==> src/rtl/dram_ctrl_pkg.sv <==
package dram_ctrl_pkg;
  typedef enum logic [2:0] {
    ST_IDLE, ST_ROW, ST_RAS, ST_COL, ST_CAS, ST_DONE, ST_PRE
  } seq_state_e;
endpackage

==> src/rtl/dram_addr_mux.sv <==
module dram_addr_mux #(
  parameter int HALF_W = 8
) (
  input  logic [HALF_W-1:0] row_i,
  input  logic [HALF_W-1:0] col_i,
  input  logic              sel_col_i,
  output logic [HALF_W-1:0] addr_o
);
  assign addr_o = sel_col_i ? col_i : row_i;
endmodule

==> src/rtl/dram_rd_capture.sv <==
module dram_rd_capture (
  input  logic clk_i,
  input  logic rst_ni,
  input  logic en_i,
  input  logic dout_i,
  output logic rdata_o
);
  always_ff @(posedge clk_i or negedge rst_ni) begin
    if (!rst_ni)   rdata_o <= 1'b0;
    else if (en_i) rdata_o <= dout_i;
  end
endmodule

==> src/rtl/dram_seq.sv <==
module dram_seq
  import dram_ctrl_pkg::*;
#(
  parameter int CAS_LAT = 2,
  parameter int T_PRE   = 2
) (
  input  logic clk_i,
  input  logic rst_ni,
  input  logic req_i,
  output logic accept_o,
  output logic ras_no,
  output logic cas_no,
  output logic sel_col_o,
  output logic we_phase_o,
  output logic capture_o,
  output logic ready_o
);
  localparam int CNT_MAX = (CAS_LAT > T_PRE) ? CAS_LAT : T_PRE;
  localparam int CNT_W   = $clog2(CNT_MAX + 1);

  seq_state_e       state_q;
  logic [CNT_W-1:0] cnt_q;

  always_ff @(posedge clk_i or negedge rst_ni) begin
    if (!rst_ni) begin
      state_q <= ST_IDLE;
      cnt_q   <= '0;
    end else begin
      case (state_q)
        ST_IDLE: if (req_i) state_q <= ST_ROW;
        ST_ROW:  state_q <= ST_RAS;
        ST_RAS:  state_q <= ST_COL;
        ST_COL: begin
          state_q <= ST_CAS;
          cnt_q   <= CNT_W'(CAS_LAT - 1);
        end
        ST_CAS: begin
          if (cnt_q == '0) state_q <= ST_DONE;
          else             cnt_q   <= cnt_q - 1'b1;
        end
        ST_DONE: begin
          state_q <= ST_PRE;
          cnt_q   <= CNT_W'(T_PRE - 1);
        end
        ST_PRE: begin
          if (cnt_q == '0) state_q <= ST_IDLE;
          else             cnt_q   <= cnt_q - 1'b1;
        end
        default: state_q <= ST_IDLE;
      endcase
    end
  end

  assign accept_o   = (state_q == ST_IDLE) && req_i;
  assign ras_no     = !(state_q inside {ST_RAS, ST_COL, ST_CAS});
  assign cas_no     = !(state_q == ST_CAS);
  assign sel_col_o  = state_q inside {ST_COL, ST_CAS};
  assign we_phase_o = state_q inside {ST_COL, ST_CAS};
  assign capture_o  = (state_q == ST_CAS) && (cnt_q == '0);
  assign ready_o    = (state_q == ST_DONE);
endmodule

==> src/rtl/dram_mux_ctrl.sv <==
module dram_mux_ctrl #(
  parameter int ADDR_W  = 16,
  parameter int CAS_LAT = 2,
  parameter int T_PRE   = 2
) (
  input  logic                clk_i,
  input  logic                rst_ni,
  input  logic                req_i,
  input  logic                we_i,
  input  logic [ADDR_W-1:0]   addr_i,
  input  logic                wdata_i,
  output logic                ready_o,
  output logic                rdata_o,
  output logic [ADDR_W/2-1:0] dram_addr_o,
  output logic                ras_no,
  output logic                cas_no,
  output logic                we_no,
  output logic                din_o,
  input  logic                dout_i
);
  localparam int HALF_W = ADDR_W / 2;

  logic [ADDR_W-1:0] addr_q;
  logic              we_q, wdata_q;
  logic              accept, sel_col, we_phase, capture;

  dram_seq #(.CAS_LAT(CAS_LAT), .T_PRE(T_PRE)) u_seq (
    .clk_i      (clk_i),
    .rst_ni     (rst_ni),
    .req_i      (req_i),
    .accept_o   (accept),
    .ras_no     (ras_no),
    .cas_no     (cas_no),
    .sel_col_o  (sel_col),
    .we_phase_o (we_phase),
    .capture_o  (capture),
    .ready_o    (ready_o)
  );

  always_ff @(posedge clk_i or negedge rst_ni) begin
    if (!rst_ni) begin
      addr_q  <= '0;
      we_q    <= 1'b0;
      wdata_q <= 1'b0;
    end else if (accept) begin
      addr_q  <= addr_i;
      we_q    <= we_i;
      wdata_q <= wdata_i;
    end
  end

  // upper half is the row, lower half the column
  dram_addr_mux #(.HALF_W(HALF_W)) u_mux (
    .row_i     (addr_q[ADDR_W-1:HALF_W]),
    .col_i     (addr_q[HALF_W-1:0]),
    .sel_col_i (sel_col),
    .addr_o    (dram_addr_o)
  );

  dram_rd_capture u_cap (
    .clk_i   (clk_i),
    .rst_ni  (rst_ni),
    .en_i    (capture && !we_q),
    .dout_i  (dout_i),
    .rdata_o (rdata_o)
  );

  assign we_no = !(we_phase && we_q);
  assign din_o = wdata_q;
endmodule

==> config.mk <==
export PLATFORM = sky130hd
export DESIGN_NAME = dram_mux_ctrl
export DESIGN_NICKNAME = d
export VERILOG_FILES = /design/src/rtl/dram_ctrl_pkg.sv /design/src/rtl/dram_addr_mux.sv /design/src/rtl/dram_rd_capture.sv /design/src/rtl/dram_seq.sv /design/src/rtl/dram_mux_ctrl.sv
export SDC_FILE = /design/constraint.sdc
export NUM_CORES = 1
export LEC_CHECK = 0
export BUFFER_PORTS_ARGS = -buffer_cell sky130_fd_sc_hd__buf_2
export CAP_MARGIN = 20
export CORE_MARGIN = 8
export CORE_UTILIZATION = 47
export CTS_BUF_LIST = sky130_fd_sc_hd__clkbuf_8
export DETAILED_ROUTE_END_ITERATION = 6
export GPL_ROUTABILITY_DRIVEN = 0
export PLACE_DENSITY = 0.83
export SYNTH_ARGS = -nofsm -noshare
export SYNTH_HDL_FRONTEND = slang
export SYNTH_SLANG_ARGS = --single-unit
==> constraint.sdc <==
create_clock -name clk_i -period 1.56 [get_ports clk_i]
set_input_delay 0.156 -clock clk_i [delete_from_list [all_inputs] [get_ports clk_i]]
set_output_delay 0.156 -clock clk_i [all_outputs]
set_load 0.01 [all_outputs]
* Yosys cells after proc, flatten, opt, wreduce, memory -nomap -nowiden
Cells that the tools add are included.
** Word-level totals
- Register bits :: 24
- Output and inout port bits :: 14
- Bits of input ports :: 22
- Logic and storage cells :: 41
** Operators by class
- Reduce and logical (&&, ||, !) cells :: 17
- Multiplexer cells :: 7
- $add $sub $neg :: 1
- Equal/unequal tests :: 10
** Operators with widths (number)
- 3-bit one-hot mux with 7 select lines :: 1
- 3-bit == test, second input constant :: 3
- 3-bit two-way mux :: 3
- 8-bit two-way mux :: 1
- 3-bit by 2-bit == test with 1-bit output, second input constant :: 2
- 2-bit != test, second input constant :: 3
- 1-bit logical AND :: 4
- 1-bit logical NOT :: 4
- 2-bit one-hot mux with 2 select lines :: 1
- 2-bit nonzero test :: 2
- 2-bit OR reduction :: 2
- 3-bit by 1-bit == test with 1-bit output, second input constant :: 1
- 3-bit logical NOT :: 1
- 3-bit AND reduction :: 1
- 3-bit nonzero test :: 1
- 2-bit logical NOT :: 1
- 2-bit two-way mux :: 1
- 2-bit by 1-bit != test with 1-bit output, second input constant :: 1
- 2-bit AND reduction :: 1
- 2-bit by 1-bit subtractor with 2-bit output, second input constant :: 1

* Longest topological paths before layout
- Word-level depth :: 4
- Depth in mapped cells :: 5
- Mapped depth without buffers :: 5

* Modules after synthesis
Synthesis repeated with hierarchy kept, for this count alone.
** Second synthesis, totals
- Cells, all modules :: 87
- Area total of the unflattened synthesis :: 1227.4 sq um
** Modules (own cells, without submodules)
- dram_mux_ctrl :: cells an instance 40, area each 732.0 sq um, instances 1
- dram_seq :: cells an instance 36, area each 324.1 sq um, instances 1
- dram_addr_mux :: cells an instance 9, area each 131.4 sq um, instances 1
- dram_rd_capture :: cells an instance 2, area each 40.0 sq um, instances 1

* Worst setup path before layout
OpenSTA, ideal clock, no wires.
- Kind :: register -> output
- Start point :: register u_seq.state_q[1]
- End point :: output dram_addr_o[0]
- Cell stages (with the launch flop) :: 6
- Path buffers :: 2
- Data required time :: 1404 ps
- Slack :: -115 ps
- Arrival time :: 1519 ps
- Cell sequence :: dfrtp_1 > buf_2 > or3b_1 > buf_2 > o21ai_4 > mux2_2
** On the way
- Word-level cells in the longest chain between the ends :: 3
- Elaborated cells on any way between the ends :: 4
** RTL lines
- start, declared :: RTL line dram_seq.sv:21 : seq_state_e state_q;
- start signal, assigned :: RTL line dram_seq.sv:26 : state_q <= ST_IDLE;
- start signal, assigned :: RTL line dram_seq.sv:30 : ST_IDLE: if (req_i) state_q <= ST_ROW;
- start signal, assigned :: RTL line dram_seq.sv:31 : ST_ROW: state_q <= ST_RAS;
- 3-bit by 2-bit == test with 1-bit output or 3-bit == test (tied branches) :: RTL line dram_seq.sv:57 : assign sel_col_o = state_q inside {ST_COL, ST_CAS};
- 2-bit nonzero test * :: RTL line dram_seq.sv:57
- 8-bit two-way mux * :: RTL line dram_addr_mux.sv:9 : assign addr_o = sel_col_i ? col_i : row_i;
- end, declared :: RTL line dram_mux_ctrl.sv:14 : output logic [ADDR_W/2-1:0] dram_addr_o,
Mark *: on every way between the ends. The rest lies on a longest branch, timed or not.

* Worst setup path in the final report
- Start point :: register u_seq.state_q[1]
- End point :: output dram_addr_o[2]
The elaborated chain is that of the path after synthesis.

==> reports/metrics.yaml <==
status: "finished with violations"
violations: "setup timing"
finClkSkew_ps: 3.960
path_class: "flip-flop to output pin"
row_count: 18
grt.total_usage: 0.1475
holdCritStartpoint: "addr_i[15]"
hpwl_mm: 1.821
critPathLaunch: "u_seq.state_q[1]$_DFFE_PN0P_"
synthTopCellsByArea: "dfrtp_1 (53%), mux2_2 (25%), nor4b_4 (2.1%)"
use_met3: 0.05782
antenna_cells: 0
min_period_ps: 1902
drt_iter0_markers: 14
peakVddDrop_mv: 1.734
cts_tree: "built"
synth_warnings: 0
arrival_ps: 1750
drive_above_1_share: 0.6691
clkSinkCount: 24
layout_setup_ws_ps: -342.2
grt_max_degree: 25
endpoint_kind: "output pin"
synth_nets: 107
route.detailed.wl_per_inst_um: 17.80
final_util: 0.7474
rsz0062_at_grt: "true"
reg2regPathDepth: 7
reg2reg_slack_ps: -230
fp.dieH_um: 65.30
max-cap-violations: 0
vias: 867
p_per_area_mw_per_mm2: 2375
fin_crit_sh: 1.219
synth.top_cell.area_share: 0.5257
ys_types: 27
stdcell_count: 166
final-seq-area_sq_um: 600.6
netlist_instances: 84
start_kind: "flip-flop"
grt_pass1_vias: 991
route.detailed.drc: 0
dieArea_sq_mm: 0.004264
synth_seq_cells: 24
routed_wl_mm: 2.954
max_freq_mhz: 525.7
syn_avg_cell_area_sq_um: 13.60
crit_required_ps: 1400
ant_nets: 0
cts_max_path_buffers: 2
worstReg2RegStart: "u_seq.state_q[1]$_DFFE_PN0P_"
clkLatencyLatePin_ps: 270
io_buffers: 35
grt_pass1_wl_mm: 4.774
use_met1: 0.1605
fin_nets: 160
htreeDepth: 1
initial_core_util: 0.4785
pin_count: 36
worst_slew_pin_slew_ps: 547.8
die_w_um: 65.30
worstReg2RegEnd: "addr_q[5]$_DFFE_PN0P_"
viasPerCell: 5.223
dp.cells: 151
fillers: 160
finalSetupViolations: 30
multiInputGateArea_sq_um: 626.9
cts_made_buffers: 3
crit_path_max_fanout: 5
grtUsageMet2: 0.2423
final_hold_viol_count: 0
core-area_sq_mm: 0.002387
slew_headroom: 0.6348
layout_common_cells: "mux2_4 (26), buf_2 (26), dfrtp_1 (24)"
hold_path.class: "input port to flip-flop"
top_usage_layer: "met2"
path_clk_slew_ps: 80
antenna_found_initial: 0
yosysSeqAreaShare: 0.5257
maxSlewViolCount: 0
synth_top_cell_by_area: "dfrtp_1"
area_delta_synth_final_pct: 56.19
leakagePower_nw: 0.8747
firstDrtPassIters: 4
syn_area_sq_mm: 0.001142
overflow: 0
root_buffer: "clkbuf_8"
cp-endpoint: "dram_addr_o[2]"
through the flow:
stage | setup WS [ps] | power (mW) | area (sq um) | hold WS (ps) | TNS [ps]
after floorplan | -93.57 | 2.332 | 1189 | -139.6 | -1389
after detailed placement | -96.39 | 2.849 | 1418 | 159.0 | -762.3
final | -342.2 | 4.238 | 1784 | 105.5 | -7062
after global placement | -66.96 | 2.756 | 1418 | 148.7 | -475.4
after CTS | -337.5 | 4.121 | 1744 | 95.95 | -5336
after global routing | -383.3 | 4.470 | 1784 | 105.5 | -8737
critical path, cell delays in order, from the launching register on:
cell and delay, ps:
dfrtp_1 410, or3b_4 450, o21ai_4 150, mux2_4 340, buf_6 120
power breakdown:
| group | switching [mW] | internal (mW) | total (mW) |
|---|---|---|---|
| sequential | 0.203 | 0.937 | 1.14 |
| combinational | 0.968 | 1.59 | 2.55 |
| clock | 0.201 | 0.344 | 0.545 |
| total | 1.37 | 2.87 | 4.24 |
worst min path at each step:
stage / slack, ps / depth (start not counted) / end
after floorplan: -140 / 0 / addr_q[0]$_DFFE_PN0P_
after global placement: 150 / 1 / u_cap.rdata_o$_DFFE_PN0P_
after CTS: 100 / 2 / u_cap.rdata_o$_DFFE_PN0P_
after detailed placement: 160 / 1 / we_q$_DFFE_PN0P_
after global routing: 110 / 2 / addr_q[11]$_DFFE_PN0P_
final: 110 / 2 / addr_q[15]$_DFFE_PN0P_
flip-flops by register name (all words and copies together) (netlist names):
name / count
u_seq.cnt_q: 2
din_o: 1
we_q: 1
u_seq.state_q: 3
u_cap.rdata_o: 1
addr_q: 16
synth_stat cells:
cell type,n
o21ai_4,1
nand2_1,3
and3_1,1
a22o_1,1
dfrtp_1,24
o22ai_1,1
buf_4,1
buf_6,1
nor3b_2,1
buf_2,2
or3b_2,1
a21oi_1,1
a211oi_1,1
a22oi_1,1
mux2_2,25
nor2b_1,1
ha_1,1
mux2_1,2
a21boi_0,1
inv_1,4
a21o_1,1
o21ai_0,4
o32ai_1,1
nor4b_4,1
clkbuf_1,1
nand3_1,1
or3b_1,1
cells by family (layout without fill, tap and decap cells):
family	after synthesis	count (layout)	synth area share
simple gates	10	10	0.07229
mux	27	27	0.2662
fa+ha+maj	1	1	0.01095
compound gates	13	14	0.08326
flops	24	24	0.5257
buf+inv	9	60	0.04162
layout make-up:
class                           instances  area share
Inverter                                4    0.008415
Timing Repair Buffer                   52      0.2426
Multi-Input combinational cell         52      0.3513
Sequential cell                        24      0.3366
Tap cell                               30     0.02104
Clock buffer                            3     0.02314
Clock inverter                          1     0.01683
repair_timing:
item	in CTS	in global routing
endpoints found under the hold margin	24	0
pin swaps	2	1
setup endpoints to repair	15	31
hold buffers	1	0
setup buffers	5	4
gates resized for setup	34	9
cloned	3	0
layer usage:
layer	up-vias	part of all wire
li1	406	-
met1	422	0.40
met2	33	0.49
met3	6	0.083
met4	0	0.024
met5	-	0
(Power assumes the default switching activity.)
